[config.mk]
export PLATFORM = sky130hd
export DESIGN_NAME = ext_trig_counter
export DESIGN_NICKNAME = d
export VERILOG_FILES = /design/src/rtl/etc_pkg.sv /design/src/rtl/etc_src_select.sv /design/src/rtl/etc_sync_filter.sv /design/src/rtl/etc_edge_prescale.sv /design/src/rtl/ext_trig_counter.sv
export SDC_FILE = /design/constraint.sdc
export NUM_CORES = 1
export LEC_CHECK = 0
export BUFFER_PORTS_ARGS = -buffer_cell sky130_fd_sc_hd__buf_4
export CAP_MARGIN = 10
export CELL_PAD_IN_SITES_DETAIL_PLACEMENT = 2
export CELL_PAD_IN_SITES_GLOBAL_PLACEMENT = 2
export CORE_MARGIN = 1
export CORE_UTILIZATION = 36
export DETAILED_ROUTE_END_ITERATION = 10
export GPL_TIMING_DRIVEN = 0
export PLACE_DENSITY = 0.85
export SLEW_MARGIN = 5
export SYNTH_ARGS = -nofsm -noshare
export SYNTH_HDL_FRONTEND = slang
export SYNTH_SLANG_ARGS = --single-unit
[constraint.sdc]
create_clock -name clk -period 3.35 [get_ports clk]
set_input_delay 0 -clock clk [delete_from_list [all_inputs] [get_ports clk]]
set_output_delay 0 -clock clk [all_outputs]
set_load 0.01 [all_outputs]
[src/rtl/etc_pkg.sv]
package etc_pkg;

  typedef enum logic [1:0] {
    SRC_PCLK = 2'b00,
    SRC_LFRC = 2'b01,
    SRC_32K  = 2'b10,
    SRC_PIN  = 2'b11
  } src_e;

  // number of qualifying edges per counter increment
  function automatic int unsigned psc_ratio(input logic [1:0] code);
    return 32'd1 << code;
  endfunction

  // filter accepts a new level once the run of differing samples reaches len
  function automatic logic filt_accept(input logic [3:0] run, input logic [3:0] len);
    return run >= len;
  endfunction

  // next counter value with natural wrap
  function automatic logic [31:0] cnt_next(input logic [31:0] cur);
    return cur + 32'd1;
  endfunction

endpackage

[src/rtl/etc_src_select.sv]
module etc_src_select
  import etc_pkg::*;
(
  input  logic [1:0] src_sel,
  input  logic       gate_en,
  input  logic       src_pclk,
  input  logic       src_lfrc,
  input  logic       src_32k,
  input  logic       src_pin,
  input  logic       mask_pin,
  output logic       trig_raw
);

  logic pin_gated;

  assign pin_gated = src_pin & (mask_pin | ~gate_en);

  always_comb begin
    unique case (src_e'(src_sel))
      SRC_PCLK: trig_raw = src_pclk;
      SRC_LFRC: trig_raw = src_lfrc;
      SRC_32K:  trig_raw = src_32k;
      default:  trig_raw = pin_gated;
    endcase
  end

endmodule

[src/rtl/etc_sync_filter.sv]
module etc_sync_filter
  import etc_pkg::*;
#(
  parameter int SYNC_STAGES = 2,
  parameter int FILT_W      = 4
) (
  input  logic              clk,
  input  logic              rst_n,
  input  logic              trig_raw,
  input  logic [FILT_W-1:0] filt_len,
  output logic              sync_lvl,
  output logic              filt_lvl
);

  logic [SYNC_STAGES-1:0] sync_q;
  logic [FILT_W-1:0]      run_q;
  logic                   filt_q;

  generate
    for (genvar i = 0; i < SYNC_STAGES; i++) begin : g_sync
      if (i == 0) begin : g_first
        always_ff @(posedge clk or negedge rst_n) begin
          if (!rst_n) sync_q[0] <= 1'b0;
          else        sync_q[0] <= trig_raw;
        end
      end else begin : g_next
        always_ff @(posedge clk or negedge rst_n) begin
          if (!rst_n) sync_q[i] <= 1'b0;
          else        sync_q[i] <= sync_q[i-1];
        end
      end
    end
  endgenerate

  assign sync_lvl = sync_q[SYNC_STAGES-1];

  always_ff @(posedge clk or negedge rst_n) begin
    if (!rst_n) begin
      filt_q <= 1'b0;
      run_q  <= '0;
    end else if (sync_lvl == filt_q) begin
      run_q  <= '0;
    end else if (filt_accept(4'(run_q), 4'(filt_len))) begin
      filt_q <= sync_lvl;
      run_q  <= '0;
    end else begin
      run_q  <= run_q + 1'b1;
    end
  end

  assign filt_lvl = filt_q;

endmodule

[src/rtl/etc_edge_prescale.sv]
module etc_edge_prescale
  import etc_pkg::*;
#(
  parameter int PSC_W = 2
) (
  input  logic             clk,
  input  logic             rst_n,
  input  logic             filt_lvl,
  input  logic             trig_inv,
  input  logic [PSC_W-1:0] presc_sel,
  input  logic             active,
  output logic             edge_evt,
  output logic             tick
);

  localparam int PCW = (1 << PSC_W) - 1;

  logic           lvl_d;
  logic           rise, fall;
  logic [PCW-1:0] psc_q;
  logic [PCW-1:0] psc_last;
  logic           wrap;

  always_ff @(posedge clk or negedge rst_n) begin
    if (!rst_n) lvl_d <= 1'b0;
    else        lvl_d <= filt_lvl;
  end

  assign rise     = filt_lvl & ~lvl_d;
  assign fall     = ~filt_lvl & lvl_d;
  assign edge_evt = trig_inv ? fall : rise;

  assign psc_last = PCW'(psc_ratio(2'(presc_sel)) - 1);
  assign wrap     = (psc_q >= psc_last);
  assign tick     = active & edge_evt & wrap;

  always_ff @(posedge clk or negedge rst_n) begin
    if (!rst_n)        psc_q <= '0;
    else if (!active)  psc_q <= '0;
    else if (edge_evt) psc_q <= wrap ? '0 : psc_q + 1'b1;
  end

endmodule

[src/rtl/ext_trig_counter.sv]
module ext_trig_counter
  import etc_pkg::*;
#(
  parameter int CNT_W       = 16,
  parameter int SYNC_STAGES = 2,
  parameter int FILT_W      = 4,
  parameter int PSC_W       = 2
) (
  input  logic              clk,
  input  logic              rst_n,
  input  logic [1:0]        src_sel,
  input  logic              gate_en,
  input  logic              src_pclk,
  input  logic              src_lfrc,
  input  logic              src_32k,
  input  logic              src_pin,
  input  logic              mask_pin,
  input  logic              trig_inv,
  input  logic [PSC_W-1:0]  presc_sel,
  input  logic [FILT_W-1:0] filt_len,
  input  logic              ext_mode_en,
  input  logic              cnt_en,
  output logic [CNT_W-1:0]  count,
  output logic              count_pulse
);

  logic trig_raw;
  logic sync_lvl;
  logic filt_lvl;
  logic edge_evt;
  logic tick;
  logic active;

  assign active = ext_mode_en & cnt_en;

  etc_src_select u_sel (
    .src_sel  (src_sel),
    .gate_en  (gate_en),
    .src_pclk (src_pclk),
    .src_lfrc (src_lfrc),
    .src_32k  (src_32k),
    .src_pin  (src_pin),
    .mask_pin (mask_pin),
    .trig_raw (trig_raw)
  );

  etc_sync_filter #(
    .SYNC_STAGES (SYNC_STAGES),
    .FILT_W      (FILT_W)
  ) u_filt (
    .clk      (clk),
    .rst_n    (rst_n),
    .trig_raw (trig_raw),
    .filt_len (filt_len),
    .sync_lvl (sync_lvl),
    .filt_lvl (filt_lvl)
  );

  etc_edge_prescale #(
    .PSC_W (PSC_W)
  ) u_psc (
    .clk       (clk),
    .rst_n     (rst_n),
    .filt_lvl  (filt_lvl),
    .trig_inv  (trig_inv),
    .presc_sel (presc_sel),
    .active    (active),
    .edge_evt  (edge_evt),
    .tick      (tick)
  );

  always_ff @(posedge clk or negedge rst_n) begin
    if (!rst_n) begin
      count       <= '0;
      count_pulse <= 1'b0;
    end else begin
      count_pulse <= tick;
      if (tick) count <= CNT_W'(cnt_next(32'(count)));
    end
  end

endmodule

==> flow_metrics.env <==
export IMPL_drv_slew=0
export IMPL_finClkSkew_ps=7.09
export IMPL_yosysWarnings=0
export IMPL_fmax_ghz=0.510
export IMPL_clk_pin_slew_ps=90
export IMPL_maxCapViolCount=0
export IMPL_antenna_left=0
export IMPL_wl_um=3140
export IMPL_hpwl_um=2530
export IMPL_antenna_found_initial=0
export IMPL_ios=36
export IMPL_num_rows=22
export IMPL_fin_tns_setup_ps=0
export IMPL_num_vias=1047
export IMPL_die_area_um2=4250
export IMPL_crit_type="reg2reg"
export IMPL_gr_usage_all_layers=0.170
export IMPL_period_share=0.586
export IMPL_wl_per_cell_um=14.9
export IMPL_dieWidth_um=65.2
export IMPL_cts_buffers=3
export IMPL_finalNetCount=193
export IMPL_ir_worst_vdd_v=0.000346
export IMPL_start_kind="flip-flop"
export IMPL_grt_max_degree=29
export IMPL_cts_tree="yes"
export IMPL_arrival_ps=2120
export IMPL_grt_pass1_wl_um=5510
export IMPL_synth_cell_types=31
export IMPL_leakagePower_nw=0.928
export IMPL_worst_slack_ps=1390
export IMPL_finalInstanceArea_um2=1830
export IMPL_cp_max_fo=8
export IMPL_vias_per_cell=4.96
export IMPL_end_kind="flip-flop"
export IMPL_ys_seq_area_frac=0.488
export IMPL_antenna_cells=0
export IMPL_slew_headroom=0.685
export IMPL_holdWs_ps=42.4
export IMPL_status="finished, final reports clean"
export IMPL_required_ps=3510
export IMPL_clk_latency_ps=270
export IMPL_place_area_um2=1760
export IMPL_finalSetupViolCount=0
export IMPL_synthCells=122
export IMPL_powerDensity_nw_per_um2=446
export IMPL_first_global_vias=1201
export IMPL_overflow=0
export IMPL_hold_class="in2reg"
export IMPL_synthesis_nets=151
export IMPL_core_area_um2=3740
export IMPL_finalPower_uw=819
export IMPL_worst_pin_slew_ps=470
export IMPL_cts_root_buffer="clkbuf_8"
export IMPL_dr_first_iter_drc_count=18
export IMPL_synth_area_um2=1440
export IMPL_clock_path_buffers=2
export IMPL_start_util=0.384
export IMPL_min_period_ps=1960
export IMPL_layout_drive_gt1_share=0.301
export IMPL_avgSynthCellArea_um2=11.8
export IMPL_hold_viol=0
export IMPL_place_ws_ps=1330
export IMPL_place_congestion=0.716
export IMPL_die_y_um=65.2
export IMPL_htree_levels=1
export IMPL_rsz0062_at_grt="false"
export IMPL_area_growth_pct=27.7
export IMPL_cts_sinks=28
export IMPL_dr_pass1_iters=3
export IMPL_synth_seq_cells=28
export IMPL_drc=0
export IMPL_io_buffers=35
-- final timing paths --
check | depth (start not counted) | startpoint | end | slack, ps
setup reg to reg | 5 | u_psc.psc_q[2] | count[1] | 1390
min in group asynchronous | 2 | rst_n | count[14] | 200
hold reg to reg | 0 | u_filt.sync_q[0] | u_filt.sync_lvl | 360
setup / recovery | 5 | u_psc.psc_q[2] | count[1] | 1390
hold / removal | 2 | src_sel[0] | u_filt.sync_q[0] | 40
max in group asynchronous | 2 | rst_n | count[1] | 2880
-- final cells by class --
type | count | area, um2
tap | 48 | 60.1
clock buffer | 4 | 55.1
multi-input combinational | 83 | 694
fill | 401 | 1910
sequential | 28 | 701
inverter | 11 | 41.3
timing repair buffer | 37 | 283
-- repair_timing --
action	in CTS	in global routing
buffers inserted	0	0
gates resized for setup	0	0
endpoints found under the hold margin	29	0
hold buffers	2	0
-- report_power, final --
part,switching (mW),internal [mW]
combinational,0.0934,0.0981
sequential,0.0424,0.377
clock,0.103,0.105
-- worst max-delay path, cell delays in order, from the launching register on --
cell     delay (ps)
dfrtp_1         410
ha_1            360
a21o_1          210
a31oi_2         410
nor2_4          130
mux2_1          320
-- kinds of logic (layout without fill, tap and decap cells) --
family,Yosys count,in the layout,share of synthesized area
compound gates,11,11,0.0697
xor+xnor,18,18,0.110
fa+ha+maj,10,10,0.0871
buf+inv,11,52,0.0287
flops,28,28,0.488
mux,5,5,0.0462
simple gates,39,39,0.171
-- layout by cell type (no fill, tap or decap), types with 3 or more instances in the layout --
cell      instances
xor2_1            4
clkbuf_8          4
dfrtp_1          28
and3_1            3
xnor2_1          14
nand2_1          12
nor2_1            5
buf_4            35
ha_1             10
nand3_1           5
nand4_1           4
inv_1            11
-- per-layer routing --
| metal | share of wire | track usage | wire length [um] |
|---|---|---|---|
| met1 | 0.43 | 0.204 | 1340 |
| met2 | 0.53 | 0.313 | 1680 |
| met3 | 0.030 | 0.0208 | 93 |
| met4 | 0.0073 | 0.0489 | 23 |
| met5 | 0 | 0 | 0 |
-- Yosys cell counts --
| cell | number | area share |
|---|---|---|
| nand4_1 | 4 | 0.017 |
| nor4_4 | 1 | 0.015 |
| nor2_4 | 1 | 0.0078 |
| a31oi_2 | 1 | 0.0087 |
| or2_2 | 1 | 0.0044 |
| nand2b_1 | 2 | 0.0087 |
| o211ai_1 | 1 | 0.0052 |
| xnor2_1 | 14 | 0.085 |
| and3_1 | 3 | 0.013 |
| inv_1 | 11 | 0.029 |
| and3b_1 | 1 | 0.0061 |
| a21boi_0 | 1 | 0.0052 |
| nand3_1 | 5 | 0.017 |
| a21o_1 | 2 | 0.010 |
| nor3b_4 | 1 | 0.013 |
| ha_1 | 10 | 0.087 |
| a22o_1 | 1 | 0.0061 |
| mux2i_1 | 1 | 0.0070 |
| nor2_1 | 5 | 0.013 |
| o21ai_1 | 1 | 0.0035 |
| o21bai_4 | 1 | 0.013 |
| a21oi_1 | 2 | 0.0070 |
| nand2_1 | 12 | 0.031 |
| mux2_2 | 1 | 0.0078 |
| nor3_1 | 2 | 0.0070 |
| nor4b_4 | 1 | 0.017 |
| xor2_1 | 4 | 0.024 |
| dfrtp_1 | 28 | 0.49 |
| mux4_2 | 1 | 0.016 |
| mux2_1 | 2 | 0.016 |
| a311oi_2 | 1 | 0.010 |
-- state kept, by name (all words and copies together) (netlist names) --
register	flops
u_filt.filt_lvl	1
count	16
u_filt.run_q	4
count_pulse	1
u_psc.lvl_d	1
u_filt.sync_q	1
u_psc.psc_q	3
u_filt.sync_lvl	1
-- through the flow --
step	cells	utilization
3_3_place_gp	205	0.470
5_1_grt	211	0.490
4_1_cts	211	0.490
3_5_place_dp	205	0.470
6_report	211	0.490
2_1_floorplan	122	-
No activity file was read; power rests on OpenSTA's default activity.
